### config.mk
export PLATFORM = sky130hd
export DESIGN_NAME = dmac_chain_top
export DESIGN_NICKNAME = d
export VERILOG_FILES = /design/src/rtl/dmac_pkg.sv /design/src/rtl/dmac_csr.sv /design/src/rtl/dmac_throttle.sv /design/src/rtl/dmac_engine.sv /design/src/rtl/dmac_chain_top.sv
export SDC_FILE = /design/constraint.sdc
export NUM_CORES = 1
export LEC_CHECK = 0
export ABC_AREA = 0
export BUFFER_PORTS_ARGS = -buffer_cell sky130_fd_sc_hd__buf_2
export CAP_MARGIN = 10
export CORE_MARGIN = 5
export CORE_UTILIZATION = 38
export DETAILED_ROUTE_END_ITERATION = 6
export SLEW_MARGIN = 5
export SYNTH_ARGS = -nofsm -noshare
export SYNTH_HDL_FRONTEND = slang
export SYNTH_SLANG_ARGS = --single-unit
### constraint.sdc
create_clock -name clk -period 2.5 [get_ports clk]
set_input_delay 0.25 -clock clk [delete_from_list [all_inputs] [get_ports clk]]
set_output_delay 0.25 -clock clk [all_outputs]
set_load 0.005 [all_outputs]
### src/rtl/dmac_pkg.sv
package dmac_pkg;
   localparam int CTL_W      = 2;
   localparam int DESC_WORDS = 5;
   localparam int STAT_W     = 6;

   typedef enum logic [2:0] {
      ST_IDLE, ST_FETCH, ST_CHECK, ST_READ, ST_WRITE, ST_CMDEND
   } dmac_state_e;

   localparam logic [2:0] RI_MODE  = 3'd0;
   localparam logic [2:0] RI_CTL   = 3'd1;
   localparam logic [2:0] RI_LADDR = 3'd2;
   localparam logic [2:0] RI_RADDR = 3'd3;
   localparam logic [2:0] RI_COUNT = 3'd4;
   localparam logic [2:0] RI_HEAD  = 3'd5;
   localparam logic [2:0] RI_TIMER = 3'd6;
   localparam logic [2:0] RI_STAT  = 3'd7;
endpackage

### src/rtl/dmac_csr.sv
module dmac_csr
   import dmac_pkg::*;
#(
   parameter int TIMER_W = 16
) (
   input  logic               clk,
   input  logic               rst_n,
   input  logic               reg_wr,
   input  logic [2:0]         reg_addr,
   input  logic [31:0]        reg_wdata,
   output logic [31:0]        reg_rdata,
   input  logic               busy,
   input  logic [STAT_W-1:0]  status,
   input  logic               ctl_ld,
   input  logic [CTL_W-1:0]   ctl_val,
   output logic               start,
   output logic               start_chain,
   output logic [CTL_W-1:0]   cfg_ctl,
   output logic [31:0]        cfg_laddr,
   output logic [31:0]        cfg_raddr,
   output logic [31:0]        cfg_count,
   output logic [31:0]        cfg_head,
   output logic [TIMER_W-1:0] on_time,
   output logic [TIMER_W-1:0] off_time
);
   logic        chain_q;
   logic [31:0] tmr_q;
   logic        wr_ok;

   assign wr_ok       = reg_wr && !busy;
   assign start       = wr_ok && (reg_addr == RI_MODE) && reg_wdata[0];
   assign start_chain = reg_wdata[1];
   assign on_time     = tmr_q[TIMER_W-1:0];
   assign off_time    = tmr_q[16 +: TIMER_W];

   always_ff @(posedge clk or negedge rst_n) begin
      if (!rst_n) begin
         chain_q   <= 1'b0;
         cfg_ctl   <= '0;
         cfg_laddr <= '0;
         cfg_raddr <= '0;
         cfg_count <= '0;
         cfg_head  <= '0;
         tmr_q     <= '0;
      end else begin
         if (wr_ok) begin
            unique case (reg_addr)
               RI_MODE:  chain_q   <= reg_wdata[1];
               RI_CTL:   cfg_ctl   <= reg_wdata[CTL_W-1:0];
               RI_LADDR: cfg_laddr <= reg_wdata;
               RI_RADDR: cfg_raddr <= reg_wdata;
               RI_COUNT: cfg_count <= reg_wdata;
               RI_HEAD:  cfg_head  <= reg_wdata;
               RI_TIMER: tmr_q     <= reg_wdata;
               default:  ;
            endcase
         end
         if (ctl_ld) cfg_ctl <= ctl_val;
      end
   end

   always_comb begin
      reg_rdata = '0;
      unique case (reg_addr)
         RI_MODE:  reg_rdata[1]         = chain_q;
         RI_CTL:   reg_rdata[CTL_W-1:0] = cfg_ctl;
         RI_LADDR: reg_rdata            = cfg_laddr;
         RI_RADDR: reg_rdata            = cfg_raddr;
         RI_COUNT: reg_rdata            = cfg_count;
         RI_HEAD:  reg_rdata            = cfg_head;
         RI_TIMER: reg_rdata            = tmr_q;
         default:  reg_rdata[STAT_W-1:0] = status;
      endcase
   end
endmodule

### src/rtl/dmac_throttle.sv
module dmac_throttle #(
   parameter int TIMER_W = 16
) (
   input  logic               clk,
   input  logic               rst_n,
   input  logic               run,
   input  logic               beat,
   input  logic               gap,
   input  logic [TIMER_W-1:0] on_time,
   input  logic [TIMER_W-1:0] off_time,
   output logic               allow,
   output logic               holding
);
   logic [TIMER_W-1:0] on_cnt;
   logic [TIMER_W-1:0] off_cnt;
   logic               expired;

   assign expired = (on_time != '0) && (on_cnt >= on_time);
   assign holding = (off_cnt != '0);
   assign allow   = !holding && !expired;

   always_ff @(posedge clk or negedge rst_n) begin
      if (!rst_n) begin
         on_cnt  <= '0;
         off_cnt <= '0;
      end else if (!run) begin
         on_cnt  <= '0;
         off_cnt <= '0;
      end else if (holding) begin
         off_cnt <= off_cnt - 1'b1;
      end else if (expired && gap) begin
         off_cnt <= off_time;
         on_cnt  <= '0;
      end else if (beat && (on_cnt != '1)) begin
         on_cnt <= on_cnt + 1'b1;
      end
   end
endmodule

### src/rtl/dmac_engine.sv
module dmac_engine
   import dmac_pkg::*;
(
   input  logic              clk,
   input  logic              rst_n,
   input  logic              start,
   input  logic              start_chain,
   input  logic [CTL_W-1:0]  cfg_ctl,
   input  logic [31:0]       cfg_laddr,
   input  logic [31:0]       cfg_raddr,
   input  logic [31:0]       cfg_count,
   input  logic [31:0]       cfg_head,
   input  logic              allow,
   output logic              loc_req,
   output logic              loc_we,
   output logic [31:0]       loc_addr,
   output logic [31:0]       loc_wdata,
   input  logic              loc_ack,
   input  logic              loc_err,
   input  logic [31:0]       loc_rdata,
   output logic              rem_req,
   output logic              rem_we,
   output logic [31:0]       rem_addr,
   output logic [31:0]       rem_wdata,
   input  logic              rem_ack,
   input  logic              rem_err,
   input  logic [31:0]       rem_rdata,
   output logic              busy,
   output logic              in_beat,
   output logic              in_gap,
   output logic [STAT_W-1:0] status,
   output logic              ctl_ld,
   output logic [CTL_W-1:0]  ctl_val,
   output logic              irq
);
   localparam int          IDX_W     = $clog2(DESC_WORDS);
   localparam logic [IDX_W-1:0] IDX_LAST = IDX_W'(DESC_WORDS - 1);
   localparam logic [31:0] STEP      = 32'd4;

   dmac_state_e      state;
   logic             chain_m;
   logic [31:0]      cur_l, cur_r, cur_cnt, next_ptr, desc_ptr, buf_q;
   logic [CTL_W-1:0] cur_ctl;
   logic [IDX_W-1:0] widx;
   logic             done_q, err_q, eloc, erem, ealign, irq_q;
   logic             dir;
   logic             rd_ack, rd_err, wr_ack, wr_err;
   logic [31:0]      rd_data;

   assign dir       = cur_ctl[0];
   assign loc_req   = (state == ST_FETCH) || (state == ST_READ && !dir) || (state == ST_WRITE && dir);
   assign loc_we    = (state == ST_WRITE) && dir;
   assign loc_addr  = (state == ST_FETCH) ? desc_ptr + {{(30-IDX_W){1'b0}}, widx, 2'b00} : cur_l;
   assign loc_wdata = buf_q;
   assign rem_req   = (state == ST_READ && dir) || (state == ST_WRITE && !dir);
   assign rem_we    = (state == ST_WRITE) && !dir;
   assign rem_addr  = cur_r;
   assign rem_wdata = buf_q;

   assign rd_ack  = dir ? rem_ack : loc_ack;
   assign rd_err  = dir ? rem_err : loc_err;
   assign rd_data = dir ? rem_rdata : loc_rdata;
   assign wr_ack  = dir ? loc_ack : rem_ack;
   assign wr_err  = dir ? loc_err : rem_err;

   assign busy    = (state != ST_IDLE);
   assign in_beat = (state == ST_READ) || (state == ST_WRITE);
   assign in_gap  = (state == ST_CHECK);
   assign status  = {ealign, erem, eloc, err_q, done_q, busy};
   assign ctl_ld  = (state == ST_FETCH) && (widx == '0) && loc_ack && !loc_err;
   assign ctl_val = loc_rdata[CTL_W-1:0];
   assign irq     = irq_q;

   always_ff @(posedge clk or negedge rst_n) begin
      if (!rst_n) begin
         state    <= ST_IDLE;
         chain_m  <= 1'b0;
         cur_l    <= '0;
         cur_r    <= '0;
         cur_cnt  <= '0;
         cur_ctl  <= '0;
         next_ptr <= '0;
         desc_ptr <= '0;
         buf_q    <= '0;
         widx     <= '0;
         done_q   <= 1'b0;
         err_q    <= 1'b0;
         eloc     <= 1'b0;
         erem     <= 1'b0;
         ealign   <= 1'b0;
         irq_q    <= 1'b0;
      end else begin
         irq_q <= 1'b0;
         unique case (state)
            ST_IDLE: if (start) begin
               done_q  <= 1'b0;
               err_q   <= 1'b0;
               eloc    <= 1'b0;
               erem    <= 1'b0;
               ealign  <= 1'b0;
               chain_m <= start_chain;
               if (start_chain) begin
                  desc_ptr <= {cfg_head[31:2], 2'b00};
                  widx     <= '0;
                  state    <= ST_FETCH;
               end else begin
                  cur_l   <= cfg_laddr;
                  cur_r   <= cfg_raddr;
                  cur_cnt <= cfg_count;
                  cur_ctl <= cfg_ctl;
                  state   <= ST_CHECK;
               end
            end
            ST_FETCH: if (loc_err) begin
               err_q <= 1'b1; eloc <= 1'b1; irq_q <= 1'b1; state <= ST_IDLE;
            end else if (loc_ack) begin
               unique case (widx)
                  IDX_W'(0): cur_ctl  <= loc_rdata[CTL_W-1:0];
                  IDX_W'(1): cur_l    <= loc_rdata;
                  IDX_W'(2): cur_r    <= loc_rdata;
                  IDX_W'(3): cur_cnt  <= loc_rdata;
                  default:   next_ptr <= loc_rdata;
               endcase
               if (widx == IDX_LAST) state <= ST_CHECK;
               else                  widx  <= widx + 1'b1;
            end
            ST_CHECK: if (cur_cnt[1:0] != 2'b00) begin
               err_q <= 1'b1; ealign <= 1'b1; irq_q <= 1'b1; state <= ST_IDLE;
            end else if (cur_cnt == '0) begin
               state <= ST_CMDEND;
            end else if (allow) begin
               state <= ST_READ;
            end
            ST_READ: if (rd_err) begin
               err_q <= 1'b1; erem <= dir; eloc <= !dir; irq_q <= 1'b1; state <= ST_IDLE;
            end else if (rd_ack) begin
               buf_q <= rd_data;
               state <= ST_WRITE;
            end
            ST_WRITE: if (wr_err) begin
               err_q <= 1'b1; eloc <= dir; erem <= !dir; irq_q <= 1'b1; state <= ST_IDLE;
            end else if (wr_ack) begin
               cur_l   <= cur_l + STEP;
               cur_r   <= cur_r + STEP;
               cur_cnt <= cur_cnt - STEP;
               state   <= ST_CHECK;
            end
            ST_CMDEND: if (chain_m && !next_ptr[0]) begin
               irq_q    <= cur_ctl[1];
               desc_ptr <= {next_ptr[31:2], 2'b00};
               widx     <= '0;
               state    <= ST_FETCH;
            end else begin
               done_q <= 1'b1; irq_q <= 1'b1; state <= ST_IDLE;
            end
            default: state <= ST_IDLE;
         endcase
      end
   end
endmodule

### src/rtl/dmac_chain_top.sv
module dmac_chain_top
   import dmac_pkg::*;
#(
   parameter int TIMER_W     = 16,
   parameter bit THROTTLE_EN = 1'b1
) (
   input  logic        clk,
   input  logic        rst_n,
   input  logic        reg_wr,
   input  logic [2:0]  reg_addr,
   input  logic [31:0] reg_wdata,
   output logic [31:0] reg_rdata,
   output logic        loc_req,
   output logic        loc_we,
   output logic [31:0] loc_addr,
   output logic [31:0] loc_wdata,
   input  logic        loc_ack,
   input  logic        loc_err,
   input  logic [31:0] loc_rdata,
   output logic        rem_req,
   output logic        rem_we,
   output logic [31:0] rem_addr,
   output logic [31:0] rem_wdata,
   input  logic        rem_ack,
   input  logic        rem_err,
   input  logic [31:0] rem_rdata,
   output logic        irq
);
   if (TIMER_W < 1 || TIMER_W > 16) begin : g_bad_timer_w
      $error("dmac_chain_top: TIMER_W must lie in 1..16");
   end

   logic                start, start_chain, eng_busy, in_beat, in_gap;
   logic                ctl_ld, allow, thr_hold;
   logic [CTL_W-1:0]    ctl_val, cfg_ctl;
   logic [STAT_W-1:0]   eng_status;
   logic [31:0]         cfg_laddr, cfg_raddr, cfg_count, cfg_head;
   logic [TIMER_W-1:0]  on_time, off_time;

   dmac_csr #(.TIMER_W(TIMER_W)) u_csr (
      .clk, .rst_n, .reg_wr, .reg_addr, .reg_wdata, .reg_rdata,
      .busy(eng_busy), .status(eng_status), .ctl_ld, .ctl_val,
      .start, .start_chain, .cfg_ctl, .cfg_laddr, .cfg_raddr,
      .cfg_count, .cfg_head, .on_time, .off_time
   );

   if (THROTTLE_EN) begin : g_throttle
      dmac_throttle #(.TIMER_W(TIMER_W)) u_thr (
         .clk, .rst_n, .run(eng_busy), .beat(in_beat), .gap(in_gap),
         .on_time, .off_time, .allow, .holding(thr_hold)
      );
   end else begin : g_no_throttle
      assign allow    = 1'b1;
      assign thr_hold = 1'b0;
   end

   dmac_engine u_eng (
      .clk, .rst_n, .start, .start_chain, .cfg_ctl, .cfg_laddr, .cfg_raddr,
      .cfg_count, .cfg_head, .allow,
      .loc_req, .loc_we, .loc_addr, .loc_wdata, .loc_ack, .loc_err, .loc_rdata,
      .rem_req, .rem_we, .rem_addr, .rem_wdata, .rem_ack, .rem_err, .rem_rdata,
      .busy(eng_busy), .in_beat, .in_gap, .status(eng_status),
      .ctl_ld, .ctl_val, .irq
   );
endmodule

==> metrics.txt <==
Setup WS pre-CTS=-0.149 ns; Hold Crit Class=in2reg; Remaining DRCs=0; Syn Area/Cell=slightly below 10 um^2; CTS clk-pin slew, worst paths=~0.060 ns; r2r startpoint=u_eng.widx[0]; Synth Register Bits=~400; Core Area=between 50000 and 60000 um^2; post-DR vias/cell=5.84; ant diodes=0; CTS Buffer Depth=3; Post-Synthesis Cells=roughly 2.3k; endpoints failing hold=0; xor/xnor cell area share of the yosys netlist=0.0185; final antenna-violating net count=0; Final setup viols=27; Wirelength per Cell=between 20 and 25 um; Pins Over Slew Limit=0; initial antenna violation count=3; slowest cell on the critical path=dfrtp_1; hold path cells=3; failing checks=setup timing; Main synth FF type=dfrtp_1; Die Area=between 60000 and 70000 um^2; Final Non-Filler Cells=3467; post-synthesis mux area share=0.141; post-synthesis compound-gate area fraction=0.182; largest fanout on the critical path=3; FP Rows=88; Seq/Total Area, Yosys=0.448; CP required=roughly 2.3 ns; GRT overflow=0; simple-gate share of the synthesized area=0.144; largest net degree at the start of global routing=slightly below 80; GR peak layer=met2; routing usage on met1=0.375; vias in the first global route=slightly below 20k; routability cong.=roughly 0.96; via count=20.3k; adder-cell area share of the yosys netlist=0.0189; Die X-Extent=between 200 and 300 um; Layout Nets=~2.8k; crit path cell chain=ha_2, inv_2, fa_2, nand2b_4, a211oi_2, buf_4, buf_4, buf_6, nand2_2, xor2_1, o21ai_1, buf_2; first-pass GRT wire length=124000 um; CTS buffer count=47; CP top delay family=buffers and inverters; drt initial violations=approximately 1.8k; maximum vdd drop=0.532 mV; number of library cell types mapped by synthesis=74; Yosys warning total=0; First-pass DRT Iterations=5; num ports=around 270; clk root buf=clkbuf_16; largest family of logic cells by synthesized area=compound AO/OA/AOI/OAI gates; leakage power=between 0.01 and 0.015 uW; Final Critical Period=roughly 3.1 ns; Final Skew=0.0246 ns; HP Start=rem_rdata[5]; worst-margin pin slew=between 0.7 and 0.8 ns; RSZ-0062 raised after global routing=yes; outcome=finished with violations; number of port buffers=270; period utilization=1.23; global routing met3 resource utilization=0.0393; headroom to the max-slew limit=0.519; CP Launch Type=register; Total GRT Usage=0.249; WHS Endpoint=u_eng.loc_wdata[5]; Detailed Route WL=between 80000 and 90000 um; GRT met2 Usage=0.376; ratio of cells with drive above 1 in the final layout=0.299; Mapped Nets=2410; number of cells on the worst reg-to-reg path=7; setup ws final=-0.581 ns; WS Path Type=reg2out; PwrDens=~1200 nW/um^2; Top cell by count, worst path=buf_4; DP Cell Count=around 3.3k; Sink Count=~400; FF-to-FF End=u_eng.next_ptr[14]; reg2reg setup slack=approximately 0.01 ns; Area growth syn-to-layout=26.4%; number of synthesized flops with an enable pin=0; Final HPWL DP=a little over 60000 um; post-synthesis cell area=about 22000 um^2; Starting Density=0.385; CP endpoint kind=primary output; Critical path buffers and inverters=5; Die Span Y=252 um; Worst path max stage delay=around 0.37 ns; Max-Cap Viols=0; Worst-Skew Late Latency=roughly 0.59 ns; Worst EP arrival=2.83 ns; H-tree depth=2; TritonCTS clock tree=done; highest clock rate=between 300 and 400 MHz; Async SR Flop Fraction=1.00
[state kept, by name, indices dropped and copies added (netlist names), 2 cells and up]
name	count
u_eng.widx	3
u_eng.next_ptr	31
u_csr.cfg_count	32
u_csr.cfg_ctl	2
g_throttle.u_thr.off_cnt	16
g_throttle.u_thr.on_cnt	16
u_eng.loc_wdata	32
u_csr.cfg_head	32
u_eng.cur_cnt	32
u_eng.cur_ctl	2
u_eng.rem_addr	32
u_csr.tmr_q	32
u_csr.cfg_laddr	32
u_eng.cur_l	32
u_csr.cfg_raddr	32
u_eng.state	3
u_eng.desc_ptr	30
[metrics by stage]
stage	TNS, ns	util	area, um^2	hold slack, ns	power, uW
floorplan	0	-	22300	-0.0456	19000
global placement	-0.403	0.440	25500	0.253	24500
detailed placement	-0.864	0.440	25500	0.260	24900
CTS	-9.39	0.483	28000	0.00278	32600
global route	-14.21	0.486	28100	0.0177	34700
finish	-11.62	0.486	28100	0.00775	32800
[metal layers]
metal | vias up | wire length [um]
met1 | 10130 | 38000
li1 | 9140 | -
met2 | 880 | 36100
met3 | 107 | 6470
met5 | - | 13
met4 | 2 | 1910
[placed cells by master, fill, tap and decap left out, types with 12 or more instances in the layout]
master and count:
xor2_1 26, o21ai_1 39, nand2_1 180, dlygate4sd3_1 63, a221oi_1 46, ha_1 30, nor4_1 23, a222oi_1 12
nor2_1 186, a22o_1 45, mux2i_1 102, mux2_2 185, a221o_1 27, buf_4 155, dfrtp_1 396, buf_12 30
nand3_1 54, o22ai_1 12, o2bb2ai_1 27, a21oi_1 132, clkbuf_16 48, nand4_1 26, o21ai_0 137, or3_1 15
a31oi_1 17, buf_2 269, nor3_1 44, and3_1 21, xnor2_1 18, a22oi_1 28, a21o_1 17, inv_1 47
and2_1 18
[how the worst max path moves through the flow]
| stage | to | cells after the start | start |
|---|---|---|---|
| 3_3_place_gp | loc_addr[20] | 11 | u_eng.widx[0] |
| 3_5_place_dp | loc_addr[30] | 11 | u_eng.widx[0] |
| 6_report | loc_addr[14] | 12 | u_eng.widx[0] |
| 4_1_cts | loc_addr[20] | 11 | u_eng.widx[0] |
| 2_1_floorplan | loc_addr[20] | 9 | u_eng.widx[0] |
| 5_1_grt | loc_addr[20] | 11 | u_eng.desc_ptr[2] |
[where the power goes]
group          internal [uW]  total (uW)  switching, uW
clock                   4370        7250           2880
sequential              9240       12800           3580
combinational           6130       12700           6590
total                  19700       32800          13100
[final cells by class]
cell class / count / area (um^2)
fillers: 5445 / 29800
multi-input cells: 1644 / 11500
flip-flops and latches: 399 / 9990
repair buffers: 525 / 3850
clock buffers: 69 / 1390
well taps: 765 / 957
clock inverters: 17 / 230
inverters: 48 / 180
[logic make-up after synthesis]
kind of cell    Yosys count
mux                     289
xor+xnor                 47
fa+ha+maj                33
flops                   399
compound gates          607
buf+inv                 229
simple gates            667
[Yosys cell counts, types with 18 or more instances]
| cell | instances | area (um^2) |
|---|---|---|
| nor4_1 | 24 | 150 |
| and2_1 | 19 | 119 |
| a22o_1 | 45 | 394 |
| xor2_1 | 29 | 254 |
| nand2_1 | 190 | 713 |
| nand3_1 | 57 | 285 |
| inv_1 | 48 | 180 |
| clkbuf_1 | 101 | 379 |
| a22oi_1 | 28 | 210 |
| xnor2_1 | 18 | 158 |
| mux2i_1 | 102 | 1020 |
| ha_1 | 32 | 400 |
| a21oi_1 | 133 | 666 |
| a221o_1 | 27 | 270 |
| nor3_1 | 47 | 235 |
| dfrtp_1 | 399 | 9980 |
| mux2_2 | 185 | 2080 |
| o21ai_1 | 20 | 100 |
| nand4_1 | 26 | 163 |
| buf_2 | 29 | 145 |
| o2bb2ai_1 | 27 | 236 |
| o21ai_0 | 165 | 826 |
| and3_1 | 22 | 138 |
| a221oi_1 | 46 | 403 |
| nor2_1 | 193 | 724 |
| buf_4 | 32 | 240 |
[worst min-delay path: stages]
cell     delay, ns
buf_2         0.07
mux2i_1       0.08
a21oi_1       0.14
[repair_timing]
item                       CTS  global route
hold endpoints to repair   207             0
gates cloned                 1             1
hold buffers                63             0
pin swaps                    9            14
gates resized for setup     54            27
buffers inserted             8             9
setup endpoints to repair   47            57
Power figures use the tool's default switching activity.
